`src/rtl/mma_uop_pkg.sv`:
```
package mma_uop_pkg;

    typedef enum logic [0:0] {
        ST_IDLE  = 1'b0,
        ST_ISSUE = 1'b1
    } seq_state_e;

    localparam logic [2:0] EXU_TENSOR = 3'd4;
    localparam logic [2:0] UOP_FLAGS  = 3'b100;

endpackage

```
`src/rtl/mma_uop_decode.sv`:
```
module mma_uop_decode #(
    parameter int NUM_SETS     = 4,
    parameter int NUM_STEPS    = 4,
    parameter int NUM_SUBSTEPS = 2,
    parameter int REG_W        = 5,
    parameter int OP_W         = 4,
    parameter int MOD_W        = 3,
    parameter int SEQ_W        = 5
) (
    input  logic [SEQ_W-1:0] seq_i,
    output logic [OP_W-1:0]  opcode_o,
    output logic [MOD_W-1:0] modifier_o,
    output logic [REG_W-1:0] rs1_o,
    output logic [REG_W-1:0] rs2_o,
    output logic [REG_W-1:0] rs3_o,
    output logic [REG_W-1:0] rd_o,
    output logic             last_o,
    output logic [SEQ_W-1:0] next_seq_o
);

    localparam int PER_SET  = NUM_STEPS * NUM_SUBSTEPS;
    localparam int TOTAL    = NUM_SETS * PER_SET;
    localparam int BANK_SZ  = NUM_SETS * NUM_SUBSTEPS;
    localparam int RS2_BASE = BANK_SZ;
    localparam int ACC_BASE = 2 * BANK_SZ;

    int seq_v;
    int set_v;
    int step_v;
    int sub_v;
    int acc_v;

    always_comb begin
        seq_v  = int'(seq_i);
        set_v  = seq_v / PER_SET;
        step_v = (seq_v % PER_SET) / NUM_SUBSTEPS;
        sub_v  = seq_v % NUM_SUBSTEPS;
        acc_v  = ACC_BASE + NUM_SUBSTEPS * step_v + sub_v;

        opcode_o   = OP_W'(step_v);
        modifier_o = MOD_W'(sub_v);
        rs1_o      = REG_W'(NUM_SUBSTEPS * set_v + sub_v);
        rs2_o      = REG_W'(RS2_BASE + NUM_SUBSTEPS * set_v + sub_v);
        rs3_o      = REG_W'(acc_v);
        rd_o       = REG_W'(acc_v);
        last_o     = (seq_v == TOTAL - 1);
        next_seq_o = last_o ? '0 : SEQ_W'(seq_v + 1);
    end

endmodule

```
`src/rtl/mma_uop_ctrl.sv`:
```
module mma_uop_ctrl
    import mma_uop_pkg::*;
#(
    parameter int SEQ_W = 5
) (
    input  logic             clk,
    input  logic             rst,
    input  logic             start_valid,
    output logic             start_ready,
    output logic             uop_valid,
    input  logic             uop_ready,
    input  logic             at_last,
    output logic [SEQ_W-1:0] seq_o
);

    seq_state_e       state_q, state_d;
    logic [SEQ_W-1:0] seq_q, seq_d;

    // state and counter register
    always_ff @(posedge clk) begin
        if (rst) begin
            state_q <= ST_IDLE;
            seq_q   <= '0;
        end else begin
            state_q <= state_d;
            seq_q   <= seq_d;
        end
    end

    // transitions: accept, advance, finish
    always_comb begin
        state_d = state_q;
        seq_d   = seq_q;
        unique case (state_q)
            ST_IDLE: begin
                if (start_valid) state_d = ST_ISSUE;
            end
            ST_ISSUE: begin
                if (uop_ready) begin
                    if (at_last) begin
                        state_d = ST_IDLE;
                        seq_d   = '0;
                    end else begin
                        seq_d = seq_q + 1'b1;
                    end
                end
            end
            default: state_d = ST_IDLE;
        endcase
    end

    // outputs
    always_comb begin
        start_ready = 1'b0;
        uop_valid   = 1'b0;
        unique case (state_q)
            ST_IDLE:  start_ready = 1'b1;
            ST_ISSUE: uop_valid   = 1'b1;
            default:  start_ready = 1'b0;
        endcase
    end

    assign seq_o = seq_q;

endmodule

```
`src/rtl/mma_uop_seq.sv`:
```
module mma_uop_seq
    import mma_uop_pkg::*;
#(
    parameter int NUM_SETS     = 4,
    parameter int NUM_STEPS    = 4,
    parameter int NUM_SUBSTEPS = 2,
    parameter int REG_W        = 5,
    parameter int OP_W         = 4,
    parameter int MOD_W        = 3,
    parameter int IMM_W        = 32,
    localparam int TOTAL       = NUM_SETS * NUM_STEPS * NUM_SUBSTEPS,
    localparam int SEQ_W       = $clog2(TOTAL)
) (
    input  logic             clk,
    input  logic             rst,
    input  logic             start_valid,
    output logic             start_ready,
    output logic             uop_valid,
    input  logic             uop_ready,
    output logic [2:0]       uop_exec_unit,
    output logic [OP_W-1:0]  uop_opcode,
    output logic [MOD_W-1:0] uop_modifier,
    output logic [2:0]       uop_flags,
    output logic [IMM_W-1:0] uop_imm_a,
    output logic [IMM_W-1:0] uop_imm_b,
    output logic [REG_W-1:0] uop_rs1,
    output logic [REG_W-1:0] uop_rs2,
    output logic [REG_W-1:0] uop_rs3,
    output logic [REG_W-1:0] uop_rd,
    output logic             uop_last,
    output logic [SEQ_W-1:0] uop_next_seq
);

    logic [SEQ_W-1:0] seq;

    mma_uop_ctrl #(.SEQ_W(SEQ_W)) u_ctrl (
        .clk         (clk),
        .rst         (rst),
        .start_valid (start_valid),
        .start_ready (start_ready),
        .uop_valid   (uop_valid),
        .uop_ready   (uop_ready),
        .at_last     (uop_last),
        .seq_o       (seq)
    );

    mma_uop_decode #(
        .NUM_SETS     (NUM_SETS),
        .NUM_STEPS    (NUM_STEPS),
        .NUM_SUBSTEPS (NUM_SUBSTEPS),
        .REG_W        (REG_W),
        .OP_W         (OP_W),
        .MOD_W        (MOD_W),
        .SEQ_W        (SEQ_W)
    ) u_decode (
        .seq_i      (seq),
        .opcode_o   (uop_opcode),
        .modifier_o (uop_modifier),
        .rs1_o      (uop_rs1),
        .rs2_o      (uop_rs2),
        .rs3_o      (uop_rs3),
        .rd_o       (uop_rd),
        .last_o     (uop_last),
        .next_seq_o (uop_next_seq)
    );

    assign uop_exec_unit = EXU_TENSOR;
    assign uop_flags     = UOP_FLAGS;
    assign uop_imm_a     = {{(IMM_W-1){1'b0}}, uop_last};
    assign uop_imm_b     = {{(IMM_W-1){1'b0}}, uop_last};

endmodule

```
`config.mk`:
```
export PLATFORM = sky130hd
export DESIGN_NAME = mma_uop_seq
export DESIGN_NICKNAME = d
export VERILOG_FILES = /design/src/rtl/mma_uop_pkg.sv /design/src/rtl/mma_uop_decode.sv /design/src/rtl/mma_uop_ctrl.sv /design/src/rtl/mma_uop_seq.sv
export SDC_FILE = /design/constraint.sdc
export NUM_CORES = 1
export LEC_CHECK = 0
export ABC_AREA = 1
export BUFFER_PORTS_ARGS = -buffer_cell sky130_fd_sc_hd__buf_2
export CORE_AREA = 2 2 62 64
export CTS_CLUSTER_SIZE = 14
export DETAILED_ROUTE_END_ITERATION = 7
export DIE_AREA = 0 0 64 66
export PLACE_DENSITY = 0.84
export SYNTH_ARGS = -nofsm -noshare
export SYNTH_HDL_FRONTEND = slang
export SYNTH_HIERARCHICAL = 1
export SYNTH_SLANG_ARGS = --single-unit
```
`constraint.sdc`:
```
create_clock -name clk -period 1.6 [get_ports clk]
set_input_delay 0.08 -clock clk [delete_from_list [all_inputs] [get_ports clk]]
set_output_delay 0.08 -clock clk [all_outputs]
set_load 0.02 [all_outputs]
```
==> flow_metrics.env <==
export IMPL_switchingPower_uw=289
export IMPL_drtPass1Iterations=4
export IMPL_clockPowerShare_pct=25.3
export IMPL_row_count=22
export IMPL_final_common_cell="conb_1"
export IMPL_synth_edff_count=0
export IMPL_cts_sinks=6
export IMPL_ys_async_sr_fraction_pct=0
export IMPL_grt_pass1_wl_um=1800
export IMPL_slowest_stage="dfxtp_2"
export IMPL_yosys_area_top_type="buf_4"
export IMPL_grt_pass1_vias=432
export IMPL_synthCells=157
export IMPL_seqPwrFrac_pct=28.9
export IMPL_cts_tree="yes"
export IMPL_vias=682
export IMPL_clock_skew_ns=0.00293
export IMPL_final_cell_area_um2=952
export IMPL_dpl_hpwl_um=1250
export IMPL_ys_flop_type="dfxtp_1"
export IMPL_final_cell_mix="80 x conb_1, 27 x buf_2, 11 x inv_1"
export IMPL_wirelength_um=1500
export IMPL_p_comb_share_pct=45.8
export IMPL_synth_cell_types=14
export IMPL_drv_slew=0
export IMPL_clkTransAtPathRegs_ns=0.04
export IMPL_clkLatencyLatePin_ns=0.25
export IMPL_pre_cts_ws_ns=0.116
export IMPL_layout_nets=180
export IMPL_die_y_um=66
export IMPL_leakagePower_nw=0.615
export IMPL_synth_seq_cells=6
export IMPL_min_path_type="in -> reg"
export IMPL_synthesis_area_mm2=0.00112
export IMPL_min_period_ns=1.53
export IMPL_swShare_pct=51.5
export IMPL_hold_buffers=0
export IMPL_start_kind="flip-flop"
export IMPL_viasPerCell=3.13
export IMPL_hold_viol=0
export IMPL_initial_core_util_pct=31.6
export IMPL_cap_violations=0
export IMPL_dr_first_iter_drc_count=19
export IMPL_timing_final_ws_setup_ns=0.0713
export IMPL_drc=0
export IMPL_finalPower_uw=562
export IMPL_critPathMaxStageDelay_ns=0.33
export IMPL_core_area_mm2=0.00355
export IMPL_synth_top_area_share_pct=64.8
export IMPL_drive_gt1_share_pct=26.5
export IMPL_cp_top_family="flip-flops"
export IMPL_worstPathCellList="ha_4 > nand2_1 > nor2_2 > ha_2 > inv_1 > o21ai_1 > a21oi_1 > buf_4"
export IMPL_power_internal_uw=272
export IMPL_cts_root_buf="clkbuf_4"
export IMPL_setup_viol=0
export IMPL_io_pins=109
export IMPL_powerDensity_mw_per_mm2=590
export IMPL_postCtsSetupBuffers=0
export IMPL_fin_crit_sh_pct=95.5
export IMPL_diodes=0
export IMPL_path_max_fanout=3
export IMPL_antenna_found_initial=0
export IMPL_grt_usage_pct=5.77
export IMPL_area_growth_pct=-15.3
export IMPL_routedWlPerCell_um=6.90
export IMPL_ys_seq_area_share_pct=10.7
export IMPL_place_area_um2=907
export IMPL_synth_area_leaders="buf_4 65%, dfxtp_1 11%, ha_1 4.5%, inv_1 3.7%, nor2_1 3.7%"
export IMPL_grt_overflow=0
export IMPL_cp_required_ns=1.52
export IMPL_grt_max_degree=11
export IMPL_rsz0062_at_grt="no"
export IMPL_cp_num_buf_inv=2
export IMPL_htreeDepth=1
export IMPL_crit_arrival_ns=1.45
export IMPL_place_gp_congestion=0.714
export IMPL_cts_buffers=3
export IMPL_tns_ns=0
export IMPL_n_fill_cell=395
export IMPL_ys_warn_count=6
export IMPL_port_buffers=28
export IMPL_outcome="finished clean"
export IMPL_dieArea_mm2=0.00422
export IMPL_fmax_mhz=654
export IMPL_avgSynthCellArea_um2=7.16
export IMPL_die_w_um=64
export IMPL_final_antenna_net_count=0
export IMPL_cts_buffer_depth=2
export IMPL_irDropWorstVdd_uv=172
export IMPL_cp_end_kind="output pin"
export IMPL_path_class="reg -> out"
## cells in the mapped netlist (2+ instances only)
| cell type | n |
|---|---|
| a21oi_1 | 4 |
| buf_4 | 97 |
| nor3_1 | 2 |
| nor2_4 | 2 |
| ha_1 | 4 |
| inv_1 | 11 |
| dfxtp_1 | 6 |
| nor2_1 | 11 |
| nand3_1 | 3 |
| conb_1 | 4 |
| nand2_1 | 9 |
| o21ai_0 | 2 |
## power by group through the flow
stage	combinational [mW]	clock [mW]	sequential, mW
global route	0.273	0.152	0.163
detailed placement	0.251	0	0.163
finish	0.257	0.142	0.162
floorplan	0.380	0	0.169
CTS	0.252	0.146	0.160
global placement	0.251	0	0.162
## sequential cells by signal, indices dropped and copies added, names as in the netlist
register and flops:
u_ctrl/seq_o 5, u_ctrl/state_q 1
## path summary, 6_finish.rpt
| kind | startpoint | end | slack, ns | cells past startpoint |
|---|---|---|---|---|
| worst max-delay path | u_ctrl/seq_o[1] | uop_next_seq[2] | 0.07 | 8 |
| worst min-delay path | start_valid | u_ctrl/state_q | 0.05 | 3 |
| worst max register to register | u_ctrl/seq_o[0] | u_ctrl/seq_o[3] | 0.17 | 9 |
| worst min register to register | u_ctrl/state_q | u_ctrl/state_q | 0.54 | 2 |
## metal layers
layer  track usage (%)  part of all wire (%)  wire [um]
met2              10.3                    53        797
met1              5.01                    31        463
met3              1.36                    15        228
met5                 0                     0          0
met4              6.52                   1.0         15
## kinds of logic after synthesis
logic type                 after synthesis  share of synthesized area, %
buffers and inverters                  108                          68.5
AOI/OAI and AO/OA                        6                          2.67
other                                    4                          1.34
and+or+nand+nor                         29                          12.4
DFF                                      6                          10.7
adders and majority gates                4                          4.45
## worst reg2reg max path: stages, from the launching register on
cell,delay [ns]
dfxtp_2,0.35
ha_4,0.15
nand2_1,0.06
nor2_2,0.11
ha_2,0.22
nand3_1,0.07
nand2_1,0.16
inv_1,0.08
nand2_1,0.08
nor2_1,0.04
## timing repair
| item | in CTS | in global routing |
|---|---|---|
| gates resized for setup | 2 | 6 |
| setup endpoints to repair | 1 | 1 |
| hold endpoints to repair | 0 | 0 |
## layout make-up
cell class | instances | area [um2] | share of cell area [%]
Multi-Input combinational cell | 119 | 539 | 56.6
Inverter | 11 | 41.3 | 4.34
Sequential cell | 6 | 124 | 13.0
Tap cell | 48 | 60.1 | 6.31
Clock buffer | 3 | 22.5 | 2.37
Timing Repair Buffer | 31 | 165 | 17.3
## stage by stage
stage	cells	hold WS, ns	utilization (%)
after detailed placement	215	0.307	25.5
after CTS	218	0.0514	26.3
final	218	0.0495	26.8
after global placement	215	0.298	25.5
after global routing	218	0.0641	26.8
after floorplan	233	0.209	-
Note: power is estimated with default switching activity, not from simulation.
